<file path="config.mk">
export PLATFORM = sky130hd
export DESIGN_NAME = dual_dac_ctrl
export DESIGN_NICKNAME = d
export VERILOG_FILES = /design/src/rtl/dacfe_pkg.sv /design/src/rtl/dacfe_sync.sv /design/src/rtl/dacfe_spi_rx.sv /design/src/rtl/dacfe_tw_rx.sv /design/src/rtl/dacfe_regs.sv /design/src/rtl/dual_dac_ctrl.sv
export SDC_FILE = /design/constraint.sdc
export NUM_CORES = 1
export LEC_CHECK = 0
export BUFFER_PORTS_ARGS = -buffer_cell sky130_fd_sc_hd__buf_2
export CORE_UTILIZATION = 32
export CTS_BUF_LIST = sky130_fd_sc_hd__clkbuf_4
export DETAILED_ROUTE_END_ITERATION = 10
export GPL_TIMING_DRIVEN = 0
export PLACE_DENSITY_LB_ADDON = 0.1
export SLEW_MARGIN = 25
export SYNTH_ARGS = -nofsm -noshare
export SYNTH_HDL_FRONTEND = slang
export SYNTH_SLANG_ARGS = --single-unit
</file>
<file path="constraint.sdc">
create_clock -name clk -period 4.05 [get_ports clk]
set_input_delay 0.2025 -clock clk [delete_from_list [all_inputs] [get_ports clk]]
set_output_delay 0.2025 -clock clk [all_outputs]
set_load 0.02 [all_outputs]
</file>
<file path="src/rtl/dacfe_pkg.sv">
package dacfe_pkg;
  localparam int CMD_W = 4;

  typedef enum logic [CMD_W-1:0] {
    CMD_NOP   = 4'd0,
    CMD_LD_A  = 4'd1,
    CMD_LD_B  = 4'd2,
    CMD_XFER  = 4'd3,
    CMD_CFG   = 4'd4,
    CMD_SLEEP = 4'd5,
    CMD_WAKE  = 4'd6
  } dacfe_cmd_e;

  typedef enum logic [2:0] {
    TW_IDLE, TW_ADDR, TW_ACKA, TW_BYTE1, TW_ACK1, TW_BYTE2, TW_ACK2
  } tw_state_e;
endpackage

</file>
<file path="src/rtl/dacfe_sync.sv">
module dacfe_sync #(
  parameter int W = 1,
  parameter int STAGES = 2,
  parameter logic [W-1:0] RST_VAL = {W{1'b1}}
) (
  input  logic         clk,
  input  logic         rst_n,
  input  logic [W-1:0] d,
  output logic [W-1:0] q,
  output logic [W-1:0] q_d
);
  logic [STAGES-1:0][W-1:0] st;

  generate
    if (STAGES == 1) begin : g_one
      always_ff @(posedge clk or negedge rst_n)
        if (!rst_n) st <= RST_VAL;
        else        st <= d;
    end else begin : g_chain
      always_ff @(posedge clk or negedge rst_n)
        if (!rst_n) st <= {STAGES{RST_VAL}};
        else        st <= {st[STAGES-2:0], d};
    end
  endgenerate

  assign q = st[STAGES-1];

  always_ff @(posedge clk or negedge rst_n)
    if (!rst_n) q_d <= RST_VAL;
    else        q_d <= q;
endmodule

</file>
<file path="src/rtl/dacfe_spi_rx.sv">
module dacfe_spi_rx #(
  parameter int WORD_W = 16
) (
  input  logic              clk,
  input  logic              rst_n,
  input  logic              en,
  input  logic              sclk,
  input  logic              sclk_d,
  input  logic              din,
  input  logic              cs_n,
  input  logic              cs_n_d,
  output logic              frm_vld,
  output logic [WORD_W-1:0] frm_word,
  output logic              dout,
  output logic              dout_en
);
  localparam int CNT_W = $clog2(WORD_W + 2);
  localparam logic [CNT_W-1:0] CNT_FULL = CNT_W'(WORD_W);
  localparam logic [CNT_W-1:0] CNT_OVER = CNT_W'(WORD_W + 1);

  logic [WORD_W-1:0] shreg;
  logic [CNT_W-1:0]  cnt;
  logic              dout_q;

  wire cs_fall = en && cs_n_d && !cs_n;
  wire cs_rise = en && !cs_n_d && cs_n;
  wire clk_up  = en && !cs_n && !sclk_d && sclk;
  wire clk_dn  = en && !cs_n && sclk_d && !sclk;

  always_ff @(posedge clk or negedge rst_n) begin
    if (!rst_n) begin
      shreg   <= '0;
      cnt     <= '0;
      dout_q  <= 1'b0;
      frm_vld <= 1'b0;
    end else begin
      frm_vld <= 1'b0;
      if (cs_fall) begin
        cnt    <= '0;
        dout_q <= shreg[WORD_W-1];
      end else if (cs_rise) begin
        frm_vld <= (cnt == CNT_FULL);
      end else begin
        if (clk_up) begin
          shreg <= {shreg[WORD_W-2:0], din};
          if (cnt != CNT_OVER) cnt <= cnt + 1'b1;
        end
        if (clk_dn) dout_q <= shreg[WORD_W-1];
      end
    end
  end

  assign frm_word = shreg;
  assign dout     = dout_q;
  assign dout_en  = en && !cs_n;
endmodule

</file>
<file path="src/rtl/dacfe_tw_rx.sv">
module dacfe_tw_rx
  import dacfe_pkg::*;
#(
  parameter int WORD_W = 16,
  parameter logic [4:0] ADDR_PREFIX = 5'b01110
) (
  input  logic              clk,
  input  logic              rst_n,
  input  logic              en,
  input  logic              scl,
  input  logic              scl_d,
  input  logic              sda,
  input  logic              sda_d,
  input  logic              a0,
  input  logic              a1,
  output logic              frm_vld,
  output logic [WORD_W-1:0] frm_word,
  output logic              pull_low
);
  localparam int BYTE_W = WORD_W / 2;
  localparam int BC_W   = $clog2(BYTE_W + 1);
  localparam logic [BC_W-1:0] BC_FULL = BC_W'(BYTE_W);

  tw_state_e         state;
  logic [BYTE_W-1:0] sh;
  logic [BYTE_W-1:0] hi;
  logic [BC_W-1:0]   bcnt;

  wire rise  = !scl_d && scl;
  wire fall  = scl_d && !scl;
  wire start = scl && scl_d && sda_d && !sda;
  wire stop  = scl && scl_d && !sda_d && sda;
  wire addr_ok = (sh[BYTE_W-1:1] == {ADDR_PREFIX, a1, a0}) && !sh[0];
  wire in_byte = (state == TW_ADDR) || (state == TW_BYTE1) || (state == TW_BYTE2);

  always_ff @(posedge clk or negedge rst_n) begin
    if (!rst_n) begin
      state    <= TW_IDLE;
      sh       <= '0;
      hi       <= '0;
      bcnt     <= '0;
      pull_low <= 1'b0;
      frm_vld  <= 1'b0;
      frm_word <= '0;
    end else begin
      frm_vld <= 1'b0;
      if (!en) begin
        state    <= TW_IDLE;
        pull_low <= 1'b0;
      end else if (start) begin
        state    <= TW_ADDR;
        bcnt     <= '0;
        pull_low <= 1'b0;
      end else if (stop) begin
        state    <= TW_IDLE;
        pull_low <= 1'b0;
      end else if (in_byte) begin
        if (rise) begin
          sh   <= {sh[BYTE_W-2:0], sda};
          bcnt <= bcnt + 1'b1;
        end else if (fall && bcnt == BC_FULL) begin
          bcnt <= '0;
          case (state)
            TW_ADDR: begin
              if (addr_ok) begin
                pull_low <= 1'b1;
                state    <= TW_ACKA;
              end else begin
                state <= TW_IDLE;
              end
            end
            TW_BYTE1: begin
              hi       <= sh;
              pull_low <= 1'b1;
              state    <= TW_ACK1;
            end
            default: begin
              frm_word <= {hi, sh};
              frm_vld  <= 1'b1;
              pull_low <= 1'b1;
              state    <= TW_ACK2;
            end
          endcase
        end
      end else if (fall) begin
        pull_low <= 1'b0;
        case (state)
          TW_ACKA: state <= TW_BYTE1;
          TW_ACK1: state <= TW_BYTE2;
          default: state <= TW_IDLE;
        endcase
      end
    end
  end
endmodule

</file>
<file path="src/rtl/dacfe_regs.sv">
module dacfe_regs
  import dacfe_pkg::*;
#(
  parameter int WORD_W  = 16,
  parameter int CODE_W  = 10,
  parameter int RANGE_W = 2
) (
  input  logic              clk,
  input  logic              rst_n,
  input  logic              frm_vld,
  input  logic [WORD_W-1:0] frm_word,
  output logic [CODE_W-1:0] dac_a,
  output logic [CODE_W-1:0] dac_b,
  output logic              ref_internal,
  output logic [RANGE_W-1:0] range_sel,
  output logic              shutdown
);
  localparam int PAY_HI = WORD_W - CMD_W - 1;
  localparam int RNG_HI = PAY_HI - 1;

  logic [CMD_W-1:0]  cmd;
  logic [CODE_W-1:0] code;
  logic [CODE_W-1:0] stage_a, stage_b;

  assign cmd  = frm_word[WORD_W-1 -: CMD_W];
  assign code = frm_word[PAY_HI -: CODE_W];

  always_ff @(posedge clk or negedge rst_n) begin
    if (!rst_n) begin
      stage_a      <= '0;
      stage_b      <= '0;
      dac_a        <= '0;
      dac_b        <= '0;
      ref_internal <= 1'b0;
      range_sel    <= '0;
      shutdown     <= 1'b0;
    end else if (frm_vld) begin
      case (cmd)
        CMD_LD_A:  stage_a <= code;
        CMD_LD_B:  stage_b <= code;
        CMD_XFER: begin
          dac_a <= stage_a;
          dac_b <= stage_b;
        end
        CMD_CFG: begin
          ref_internal <= frm_word[PAY_HI];
          range_sel    <= frm_word[RNG_HI -: RANGE_W];
        end
        CMD_SLEEP: shutdown <= 1'b1;
        CMD_WAKE:  shutdown <= 1'b0;
        default: ;
      endcase
    end
  end
endmodule

</file>
<file path="src/rtl/dual_dac_ctrl.sv">
module dual_dac_ctrl
  import dacfe_pkg::*;
#(
  parameter int WORD_W      = 16,
  parameter int CODE_W      = 10,
  parameter int RANGE_W     = 2,
  parameter int SYNC_STAGES = 2,
  parameter logic [4:0] ADDR_PREFIX = 5'b01110
) (
  input  logic               clk,
  input  logic               rst_n,
  input  logic               mode_spi,
  input  logic               sclk_scl,
  input  logic               din_sda,
  input  logic               cs_a0,
  input  logic               dout_a1,
  output logic               dout,
  output logic               dout_en,
  output logic               sda_pull_low,
  output logic [CODE_W-1:0]  dac_a,
  output logic [CODE_W-1:0]  dac_b,
  output logic               ref_internal,
  output logic [RANGE_W-1:0] range_sel,
  output logic               shutdown
);
  localparam int PIN_N = 3;

  logic [PIN_N-1:0] pin_q, pin_qd;
  logic spi_vld, tw_vld, frame_vld;
  logic [WORD_W-1:0] spi_word, tw_word, frame_word;

  dacfe_sync #(.W(PIN_N), .STAGES(SYNC_STAGES)) u_sync (
    .clk(clk), .rst_n(rst_n),
    .d({cs_a0, din_sda, sclk_scl}),
    .q(pin_q), .q_d(pin_qd)
  );

  dacfe_spi_rx #(.WORD_W(WORD_W)) u_spi (
    .clk(clk), .rst_n(rst_n), .en(mode_spi),
    .sclk(pin_q[0]), .sclk_d(pin_qd[0]),
    .din(pin_q[1]),
    .cs_n(pin_q[2]), .cs_n_d(pin_qd[2]),
    .frm_vld(spi_vld), .frm_word(spi_word),
    .dout(dout), .dout_en(dout_en)
  );

  dacfe_tw_rx #(.WORD_W(WORD_W), .ADDR_PREFIX(ADDR_PREFIX)) u_tw (
    .clk(clk), .rst_n(rst_n), .en(!mode_spi),
    .scl(pin_q[0]), .scl_d(pin_qd[0]),
    .sda(pin_q[1]), .sda_d(pin_qd[1]),
    .a0(pin_q[2]), .a1(dout_a1),
    .frm_vld(tw_vld), .frm_word(tw_word),
    .pull_low(sda_pull_low)
  );

  assign frame_vld  = mode_spi ? spi_vld : tw_vld;
  assign frame_word = mode_spi ? spi_word : tw_word;

  dacfe_regs #(.WORD_W(WORD_W), .CODE_W(CODE_W), .RANGE_W(RANGE_W)) u_regs (
    .clk(clk), .rst_n(rst_n),
    .frm_vld(frame_vld), .frm_word(frame_word),
    .dac_a(dac_a), .dac_b(dac_b),
    .ref_internal(ref_internal), .range_sel(range_sel),
    .shutdown(shutdown)
  );
endmodule

</file>
==> results.tsv <==
metric	value	unit
status	finished, violations left	
failing checks	design-rule violations	
full die area	15600	um^2
pwr/cell area	400	nW/um^2
FP Rows	44	
power consumption	0.00225	W
worst-case clock skew	0.0167	ns
Max-slew headroom	0.433	
Critical Path RT	4.44	ns
Critical Path Fanout Max	10	
min Tclk post-route	2.23	ns
commonest non-fill, non-tap cell in the layout	dfrtp_1	
Worst path max stage delay	0.62	ns
maxcap violations	0	
nets@finish	399	
Max Fclk	0.448	GHz
Syn. warnings	0	
Iter 0 DRT Violations	107	
Worst VDD drop	0.000192	V
critical path startpoint category	register	
Detail Placement HPWL	6.19	mm
initial core utilization	0.330	
crit-path cells	nand2b_1 -> nor3_2 -> buf_2 -> mux2_2	
# H-tree levels	4	
asr flop ratio synth	1.00	
sequential area share after synthesis	0.598	
Gate Count Post-Synth	330	
Setup CP Type	reg -> reg	
CP max stage cell	dfstp_2	
CTS buffer count	17	
# IOs	34	
Synth Flop Type	dfrtp_1	
most frequent cells in the layout	dfrtp_1, mux2_2, buf_2, clkbuf_4, nor2_1	
largest net degree at the start of global routing	72	
layout cells sized above 1	0.466	
Sink Count	115	
Max Slew Vio Count	0	
post-synthesis net count	342	
Post-Place Cells	548	
Post-Syn Area per Cell	14.7	um^2
Yosys reg bits	115	
Port Buffers	33	
DRC errors left	1	
setup violators final	0	
post-DR wirelength/cell	15.5	um
post-DR vias/cell	4.73	
clk buf depth	2	
Chip Width	125	um
CTS tree	yes	
final wirelength	9.05	mm
overall global routing resource usage	0.132	
routed vias	2767	
clock-pin slew on the worst setup and hold paths	0.10	ns
final worst-path cycle share	0.551	
initial antenna violation count	1	
worst skew pair latency	0.51	ns
actual slew at the worst max-slew pin	0.844	ns
Post-CTS Resized	0	
worst hold path type	in -> async	
global route overflow	0	
pre-CTS setup slack	1.80	ns
WP data arrival	2.62	ns
setup_tns	0	ns
setup ws final	1.82	ns
core area	14600	um^2
CTS Hold Buffers Added	4	
gp weighted congestion	0.750	
RSZ-0062 raised after global routing	false	
number of global-route vias before repair	2953	
Die Height	125	um
Pre-antenna DRT Iters	7	
Post-synth EDFFs	0	
first-pass GRT wire length	15.7	mm
Post-Layout Cell Count	585	
synthesis-to-finish area growth	16.3	%
setup bufs post-CTS	0	
Antenna Nets Post-Route	0	
unique cell type count in the Yosys netlist	50	
root buffer cell	clkbuf_4	
Mapped Area	4830	um^2
Crit. End Element	register	
leak pwr	2.83	nW
Final Hold Viols	0	
==> metal layers <==
layer / GRT usage / routed length (um)
met2: 0.194 / 4180
met1: 0.177 / 4480
met4: 0.0581 / 78
met5: 0 / 0
met3: 0.0451 / 307
==> state kept, by name (all words and copies together) (netlist names), 2 cells and up <==
signal / flops
u_regs.dac_b: 10
u_tw.sh: 8
u_tw.state: 3
u_spi.cnt: 5
u_regs.stage_a: 10
u_tw.bcnt: 4
u_sync.st: 3
u_regs.dac_a: 10
u_tw.frm_word: 14
u_regs.range_sel: 2
u_sync.q: 3
u_tw.hi: 8
u_regs.stage_b: 10
u_spi.frm_word: 16
u_sync.q_d: 3
==> cell type report <==
class / count / area (um^2)
Clock buffer: 24 / 180
Inverter: 11 / 41.3
Multi-Input combinational cell: 195 / 1860
Timing Repair Buffer: 38 / 243
Clock inverter: 7 / 131
Tap cell: 184 / 230
Buffer: 9 / 47.5
Antenna cell: 2 / 5.00
Sequential cell: 115 / 2890
Fill cell: 1458 / 9020
==> worst max-delay path: cells and delay by family, from the launching register on <==
family / cells / cell delay (ns)
buffers and inverters: 1 / 0.40
flip-flops: 1 / 0.62
multiplexers: 1 / 0.37
AND/OR/NAND/NOR: 2 / 0.72
==> where the power goes <==
part / switching (W) / leakage, nW / internal (W)
logic: 0.0000669 / 1.10 / 0.0000511
clock network: 0.000395 / 0.172 / 0.000531
registers: 0.0000269 / 1.56 / 0.00118
==> synthesized netlist by cell type, drive strengths merged, types with 2 or more instances <==
| cell | n | area share |
|---|---|---|
| nor2 | 12 | 0.0093 |
| nand2b | 4 | 0.0052 |
| o21ai | 3 | 0.0031 |
| xnor2 | 4 | 0.0072 |
| nor3 | 3 | 0.0065 |
| o31ai | 2 | 0.0031 |
| nor2b | 2 | 0.0026 |
| mux2i | 5 | 0.011 |
| dfstp | 9 | 0.049 |
| nor3b | 2 | 0.0031 |
| and4b | 3 | 0.0062 |
| and3b | 2 | 0.0036 |
| o221ai | 2 | 0.0036 |
| buf | 6 | 0.0075 |
| xor2 | 3 | 0.0054 |
| nand2 | 5 | 0.0039 |
| mux2 | 100 | 0.23 |
| inv | 11 | 0.0085 |
| nand3b | 2 | 0.0031 |
| and3 | 2 | 0.0026 |
| clkbuf | 3 | 0.0023 |
| o221a | 2 | 0.0047 |
| nand3 | 4 | 0.0041 |
| dfrtp | 106 | 0.55 |
| nor4b | 2 | 0.0036 |
| and2 | 2 | 0.0026 |
| nand4bb | 2 | 0.0047 |
| a21oi | 2 | 0.0021 |
| ha | 5 | 0.013 |
| nand4 | 4 | 0.0052 |
==> through the flow <==
| step | util | instance area [um^2] | hold slack [ns] |
|---|---|---|---|
| after floorplan | - | 4830 | -0.0931 |
| after global placement | 0.357 | 5230 | 0.307 |
| after detailed placement | 0.360 | 5270 | 0.128 |
| after CTS | 0.384 | 5620 | 0.133 |
| after global routing | 0.384 | 5620 | 0.140 |
| final | 0.384 | 5620 | 0.178 |
==> worst paths after layout <==
path                            slack (ns)  cells past startpoint                  to         start
worst max-delay path                  1.82                      4  u_spi.frm_word[12]   u_sync.q[0]
worst min-delay path                  0.18                      2        u_spi.cnt[2]         rst_n
worst max register to register        1.82                      4  u_spi.frm_word[12]   u_sync.q[0]
worst min register to register        0.34                      0         u_sync.q[2]  u_sync.st[2]
max in group asynchronous             3.21                      3   u_regs.stage_b[9]         rst_n
min in group clk                      0.25                      5       u_tw.state[1]      mode_spi
==> cells by family after synthesis <==
| kind of cell | count (synthesis) | synth area share |
|---|---|---|
| AO/OA/AOI/OAI | 22 | 0.0347 |
| XOR/XNOR | 7 | 0.0127 |
| adder cells (fa/ha/maj) | 5 | 0.0129 |
| flip-flops | 115 | 0.598 |
| AND/OR/NAND/NOR | 56 | 0.0797 |
| multiplexers | 105 | 0.244 |
| buffers and inverters | 20 | 0.0184 |
No activity file was read; power rests on OpenSTA's default activity.
